--- src/rtl/otpc_pkg.sv ---
package otpc_pkg;
  typedef enum logic [2:0] {
    OP_SH_RD   = 3'd0,
    OP_SH_WR   = 3'd1,
    OP_FUSE_RD = 3'd2,
    OP_PROG    = 3'd3,
    OP_RELOAD  = 3'd4
  } otpc_op_e;

  localparam int BIT_BUSY   = 8;
  localparam int BIT_ERR    = 9;
  localparam int BIT_RELOAD = 10;
  localparam int KEY_LSB    = 16;
  localparam logic [3:0] OFF_DIR = 4'h0;
  localparam logic [3:0] OFF_SET = 4'h4;
  localparam logic [3:0] OFF_CLR = 4'h8;
endpackage

--- src/rtl/otpc_alias.sv ---
module otpc_alias
  import otpc_pkg::*;
#(
  parameter int WORD_W = 32,
  parameter int KEY_W  = 16,
  parameter logic [KEY_W-1:0] KEY = 16'h3E77
) (
  input  logic              reg_wr,
  input  logic [3:0]        reg_off,
  input  logic [WORD_W-1:0] reg_wdata,
  input  logic [WORD_W-1:0] cur_word,
  output logic              wr_hit,
  output logic [WORD_W-1:0] eff_word,
  output logic              key_arm,
  output logic              key_kill,
  output logic              err_clr,
  output logic              rl_req
);
  logic is_dir, is_set, is_clr;
  logic [KEY_W-1:0] wkey;

  assign is_dir = (reg_off == OFF_DIR);
  assign is_set = (reg_off == OFF_SET);
  assign is_clr = (reg_off == OFF_CLR);
  assign wr_hit = reg_wr & (is_dir | is_set | is_clr);
  assign wkey   = reg_wdata[KEY_LSB +: KEY_W];

  always_comb begin
    if (is_dir)      eff_word = reg_wdata;
    else if (is_set) eff_word = cur_word | reg_wdata;
    else             eff_word = cur_word & ~reg_wdata;
  end

  assign key_arm  = wr_hit & (is_dir | is_set) & (wkey == KEY);
  assign key_kill = wr_hit & ((is_dir & (wkey != KEY)) | (is_clr & (wkey != '0)));
  assign err_clr  = wr_hit & is_clr & reg_wdata[BIT_ERR];
  assign rl_req   = wr_hit & eff_word[BIT_RELOAD] & ~cur_word[BIT_RELOAD];
endmodule

--- src/rtl/otpc_gate.sv ---
module otpc_gate
  import otpc_pkg::*;
(
  input  logic       acc_valid,
  input  logic [1:0] acc_op,
  input  logic       busy,
  input  logic       err,
  input  logic       reloading,
  input  logic       armed,
  input  logic       lk_rd,
  input  logic       lk_wr,
  input  logic       rl_req,
  output logic       go,
  output logic       set_busy,
  output logic       set_err,
  output logic       drop_key,
  output logic       rl_go,
  output logic       rd_poison
);
  otpc_op_e op;
  logic is_rd, lock_hit;

  assign op       = otpc_op_e'({1'b0, acc_op});
  assign is_rd    = (op == OP_SH_RD) | (op == OP_FUSE_RD);
  assign lock_hit = is_rd ? lk_rd : lk_wr;

  always_comb begin
    go       = 1'b0;
    set_err  = 1'b0;
    drop_key = 1'b0;
    if (acc_valid && !err) begin
      if (busy) begin
        set_err = (op == OP_SH_WR) & reloading;
      end else if (op == OP_PROG) begin
        if (armed) begin
          drop_key = 1'b1;
          set_err  = lk_wr;
          go       = ~lk_wr;
        end
      end else begin
        set_err = lock_hit;
        go      = ~lock_hit;
      end
    end
  end

  assign set_busy  = go & ((op == OP_FUSE_RD) | (op == OP_PROG));
  assign rl_go     = rl_req & ~busy & ~err & ~acc_valid;
  assign rd_poison = acc_valid & is_rd & lk_rd;
endmodule

--- src/rtl/otpc_state.sv ---
module otpc_state #(
  parameter int ADDR_W = 8
) (
  input  logic              clk,
  input  logic              rst_n,
  input  logic              addr_we,
  input  logic [ADDR_W-1:0] addr_d,
  input  logic              key_arm,
  input  logic              key_kill,
  input  logic              err_clr,
  input  logic              set_busy,
  input  logic              set_err,
  input  logic              drop_key,
  input  logic              rl_go,
  input  logic              eng_done,
  output logic [ADDR_W-1:0] addr_q,
  output logic              busy_q,
  output logic              err_q,
  output logic              rl_q,
  output logic              armed_q
);
  logic [1:0] rst_sync;
  logic       rst_ok;
  logic busy_d, err_d, rl_d, armed_d;
  logic busy_en, err_en, rl_en, armed_en;

  always_ff @(posedge clk or negedge rst_n) begin
    if (!rst_n) rst_sync <= 2'b00;
    else        rst_sync <= {rst_sync[0], 1'b1};
  end
  assign rst_ok = rst_sync[1];

  always_comb begin
    busy_en  = eng_done | set_busy | rl_go;
    busy_d   = set_busy | rl_go;
    rl_en    = eng_done | rl_go;
    rl_d     = rl_go;
    err_en   = err_clr | set_err;
    err_d    = set_err;
    armed_en = key_arm | key_kill | drop_key;
    armed_d  = key_arm & ~drop_key;
  end

  always_ff @(posedge clk or negedge rst_ok) begin
    if (!rst_ok) begin
      addr_q  <= '0;
      busy_q  <= 1'b0;
      err_q   <= 1'b0;
      rl_q    <= 1'b0;
      armed_q <= 1'b0;
    end else begin
      if (addr_we)  addr_q  <= addr_d;
      if (busy_en)  busy_q  <= busy_d;
      if (err_en)   err_q   <= err_d;
      if (rl_en)    rl_q    <= rl_d;
      if (armed_en) armed_q <= armed_d;
    end
  end

  AST_ERR_STICKY: assert property (@(posedge clk) disable iff (!rst_ok)
    err_q && !err_clr |=> err_q);
  AST_ERR_RAISE: assert property (@(posedge clk) disable iff (!rst_ok)
    set_err |=> err_q);
  AST_BUSY_HOLD: assert property (@(posedge clk) disable iff (!rst_ok)
    busy_q && !eng_done |=> busy_q);
  AST_START_IDLE: assert property (@(posedge clk) disable iff (!rst_ok)
    (set_busy || rl_go) |-> !busy_q && !err_q);
  AST_RELOAD_BUSY: assert property (@(posedge clk) disable iff (!rst_ok)
    rl_q |-> busy_q);
  AST_KEY_ONESHOT: assert property (@(posedge clk) disable iff (!rst_ok)
    drop_key |=> !armed_q);
endmodule

--- src/rtl/otpc_ctrl.sv ---
module otpc_ctrl
  import otpc_pkg::*;
#(
  parameter int ADDR_W = 8,
  parameter int WORD_W = 32,
  parameter int KEY_W  = 16,
  parameter logic [KEY_W-1:0]  KEY    = 16'h3E77,
  parameter logic [WORD_W-1:0] POISON = 32'hBADABADA
) (
  input  logic              clk,
  input  logic              rst_n,
  input  logic              reg_wr,
  input  logic [3:0]        reg_off,
  input  logic [WORD_W-1:0] reg_wdata,
  output logic [WORD_W-1:0] reg_rdata,
  input  logic              acc_valid,
  input  logic [1:0]        acc_op,
  input  logic              lk_rd,
  input  logic              lk_wr,
  input  logic [WORD_W-1:0] arr_rdata,
  output logic [WORD_W-1:0] acc_rdata,
  output logic              eng_start,
  output logic [2:0]        eng_op,
  output logic [ADDR_W-1:0] eng_addr,
  input  logic              eng_done
);
  logic              wr_hit, key_arm, key_kill, err_clr, rl_req;
  logic [WORD_W-1:0] eff_word;
  logic              go, set_busy, set_err, drop_key, rl_go, rd_poison;
  logic [ADDR_W-1:0] addr_q;
  logic              busy_q, err_q, rl_q, armed_q;

  always_comb begin
    reg_rdata = '0;
    reg_rdata[ADDR_W-1:0]         = addr_q;
    reg_rdata[BIT_BUSY]           = busy_q;
    reg_rdata[BIT_ERR]            = err_q;
    reg_rdata[BIT_RELOAD]         = rl_q;
    reg_rdata[KEY_LSB +: KEY_W]   = armed_q ? KEY : '0;
  end

  otpc_alias #(.WORD_W(WORD_W), .KEY_W(KEY_W), .KEY(KEY)) u_alias (
    .reg_wr   (reg_wr),
    .reg_off  (reg_off),
    .reg_wdata(reg_wdata),
    .cur_word (reg_rdata),
    .wr_hit   (wr_hit),
    .eff_word (eff_word),
    .key_arm  (key_arm),
    .key_kill (key_kill),
    .err_clr  (err_clr),
    .rl_req   (rl_req)
  );

  otpc_gate u_gate (
    .acc_valid(acc_valid),
    .acc_op   (acc_op),
    .busy     (busy_q),
    .err      (err_q),
    .reloading(rl_q),
    .armed    (armed_q),
    .lk_rd    (lk_rd),
    .lk_wr    (lk_wr),
    .rl_req   (rl_req),
    .go       (go),
    .set_busy (set_busy),
    .set_err  (set_err),
    .drop_key (drop_key),
    .rl_go    (rl_go),
    .rd_poison(rd_poison)
  );

  otpc_state #(.ADDR_W(ADDR_W)) u_state (
    .clk     (clk),
    .rst_n   (rst_n),
    .addr_we (wr_hit),
    .addr_d  (eff_word[ADDR_W-1:0]),
    .key_arm (key_arm),
    .key_kill(key_kill),
    .err_clr (err_clr),
    .set_busy(set_busy),
    .set_err (set_err),
    .drop_key(drop_key),
    .rl_go   (rl_go),
    .eng_done(eng_done),
    .addr_q  (addr_q),
    .busy_q  (busy_q),
    .err_q   (err_q),
    .rl_q    (rl_q),
    .armed_q (armed_q)
  );

  assign eng_start = go | rl_go;
  assign eng_op    = go ? {1'b0, acc_op} : OP_RELOAD;
  assign eng_addr  = addr_q;
  assign acc_rdata = rd_poison ? POISON : arr_rdata;
endmodule

--- config.mk ---
export PLATFORM = sky130hd
export DESIGN_NAME = otpc_ctrl
export DESIGN_NICKNAME = d
export VERILOG_FILES = /design/src/rtl/otpc_pkg.sv /design/src/rtl/otpc_alias.sv /design/src/rtl/otpc_gate.sv /design/src/rtl/otpc_state.sv /design/src/rtl/otpc_ctrl.sv
export SDC_FILE = /design/constraint.sdc
export NUM_CORES = 1
export LEC_CHECK = 0
export BUFFER_PORTS_ARGS = -buffer_cell sky130_fd_sc_hd__buf_4
export CORE_ASPECT_RATIO = 0.5
export CORE_MARGIN = 3
export CORE_UTILIZATION = 32
export CTS_CLUSTER_DIAMETER = 50
export CTS_CLUSTER_SIZE = 16
export DETAILED_ROUTE_END_ITERATION = 8
export GPL_ROUTABILITY_DRIVEN = 0
export PLACE_DENSITY = 0.81
export SYNTH_ARGS = -nofsm -noshare
export SYNTH_HDL_FRONTEND = slang
export SYNTH_SLANG_ARGS = --single-unit
--- constraint.sdc ---
create_clock -name clk -period 1.3 [get_ports clk]
set_input_delay 0.13 -clock clk [delete_from_list [all_inputs] [get_ports clk]]
set_output_delay 0.13 -clock clk [all_outputs]
set_load 0.02 [all_outputs]
==> results.md <==
- Sequential area share after synthesis: 29.32%
- Seq pwr share: 28.1%
- Final setup skew: 0.003504 ns
- WHS: 0.08975 ns
- Mux cell area share after synthesis: 0%
- Simple-gate share of the synthesized area: 32.67%
- Comb power frac: 51.0%
- GRT Overall Usage: 19.94%
- Layout cells sized above 1: 60.00%
- Final hold violation count: 0
- Total core area: 3276 µm²
- Crit path time final: 1.383 ns
- Drt wl/cell: 14.60 µm
- Synth area leaders: dfrtp_1, buf_4, nand2b_1
- Internal power: 1315 µW
- Clk_lat worst skew: 0.26 ns
- Crit share post-route: 106.4%
- Clk buf depth: 2
- Io pins: 153
- Largest net degree at the start of global routing: 33
- Mapped Avg Cell Area: 8.298 µm²
- Die area: 4548 µm²
- Area growth syn-to-layout: 90.58%
- Clk root buf: clkbuf_8
- Adder-cell share of the synthesized area: 0%
- Data arrival, critical path: 1.25 ns
- Ys Warns: 0
- Setup CP Type: reg -> out
- Via density: 4.642
- CTS tree: yes
- Most frequent cell after synthesis: buf_4
- Initial Util: 36.48%
- Die height: 49.21 µm
- Max Cap Violations: 0
- Switch share: 37.71%
- Share of the synthesized area in the top cell type: 29.32%
- Total Power: 2111 µW
- Status: complete, but fails checks
- Pre-antenna DRT Iters: 4
- Yosys top cell by area: dfrtp_1
- EDFF count, synth: 0
- Port bufs: 136
- XOR/XNOR share of the synthesized area: 0%
- DPL Wire Length: 3.771 mm
- Die Wd: 92.42 µm
- Placement row count: 14
- GRT overflow: 0
- Synthesized area: 1195 µm²
- Drt total wl: 4.644 mm
- Clk pwr share: 20.9%
- Clock sinks: 14
- Most frequent cells after synthesis: buf_4, nand2b_1, dfrtp_1
- FMAX: 723.0 MHz
- Global-route wire length before repair: 7.258 mm
- # DRC: 0
- Netlist cell types: 28
- FF+latch count, synth: 14
- Vias in the first global route: 1532
- Num CTS Buffers: 3
- Clk pin slew, worst setup/hold paths: 0.06 ns
- Post-Place Worst Slack: -0.2219 ns
- RSZ-0062 raised after global routing: true
- H-tree depth: 1
- Final net count: 348
- Fin worst setup slack: -0.08308 ns
- DR iter-0 viols: 39
- Finish-stage setup viols: 5
- Max-slew violations: 0
- Synth async-reset ratio: 100.0%
- CP max FO: 3
- Endpoint class of the critical path: output pin
- Psw: 796.1 µW
- Syn Inst Count: 144
- Tightest Hold Check Type: in -> reg
- Synth Area in Compound Gates: 15.08%
- Leak Pwr: 0.001199 µW
- Required time of the critical path: 1.17 ns
- Vias post-DR: 1476
- Fin util: 69.52%
- Main combinational cell family by area after synthesis: simple AND/OR/NAND/NOR gates
- Antenna violations before repair: 0
- Worst vdd ir: 387.5 µV
- Ant diodes: 0
- Detail Route Antenna Nets: 0
- Failing checks: negative setup slack
- Power density cells: 926.9 nW/µm²
- Synth Flop Type: dfrtp_1
- CP Launch Type: flop
-- layout make-up --
class / count / area, µm²
well taps: 48 / 60.06
clock buffers: 4 / 55.05
flip-flops and latches: 14 / 351.6
multi-input cells: 100 / 670.6
inverters: 4 / 15.01
repair buffers: 148 / 1125
fillers: 246 / 998.5
-- final timing paths --
kind | start | end | slack [ns] | cells past startpoint
min in group asynchronous | u_state.rst_sync[1] | asynchronous set/reset pin | 0.19 | 0
max reg2reg | u_state.armed_q | u_state.err_q | -0.06 | 6
min | eng_done | u_state.rl_q | 0.09 | 2
min reg2reg | u_state.rst_sync[1] | asynchronous set/reset pin | 0.19 | 0
max in group asynchronous | u_state.rst_sync[1] | u_state.armed_q | 0.76 | 0
max | u_state.err_q | eng_start | -0.08 | 4
-- power groups by stage --
stage          sequential (µW)  combinational (µW)  clock (µW)
6_report                   593                1080         441
5_1_grt                    607                1140         464
4_1_cts                    593                1070         444
3_5_place_dp               587                1030           0
3_3_place_gp               583                1010           0
2_1_floorplan              643                 523           0
-- metal layers --
layer	up-vias	GRT usage, %	part of all wire, %
li1	703	-	-
met1	685	19.87	35
met2	76	39.02	55
met3	12	5.547	7.1
met4	0	8.128	2.4
met5	-	0	0
-- what timing repair did --
| action | in CTS | in global routing |
|---|---|---|
| endpoints found under the setup margin | 4 | 13 |
| pin swaps | 2 | 2 |
| endpoints found under the hold margin | 2 | 0 |
| buffers inserted | 3 | 0 |
| hold buffers | 1 | 0 |
| gates resized for setup | 8 | 2 |
-- cells by family after synthesis --
family | Yosys count
buf+inv | 39
other cells | 2
compound gates | 25
simple gates | 64
flops | 14
-- critical path, stage by stage (launching register included) --
cell	delay (ns)
dfrtp_1	0.42
nor2_4	0.17
nand4_1	0.17
nand2_2	0.12
buf_6	0.12
-- through the flow --
stage	setup TNS [ns]	std cells	instance area, µm²
finish	-0.2820	318	2277
global route	-0.5680	318	2277
CTS	-0.3495	318	2265
detailed placement	-1.701	310	2142
global placement	-1.042	310	2142
floorplan	0	153	1252
-- placed cells by master (no fill, tap or decap), types with 2 or more instances in the layout --
cell type / netlist / layout
buf_4: 32 / 144
nand2b_1: 21 / 21
dfrtp_1: 14 / 13
and2_1: 12 / 12
conb_1: 2 / 11
o21ai_0: 9 / 9
a22o_1: 9 / 9
inv_1: 4 / 4
nand3_1: 5 / 4
nor2_1: 7 / 4
nand4_1: 4 / 4
clkbuf_8: 0 / 4
nor2_4: 0 / 3
nor4_1: 3 / 3
buf_6: 0 / 3
nand2_1: 3 / 2
nor3_1: 2 / 2
No activity file was read; power rests on OpenSTA's default activity.
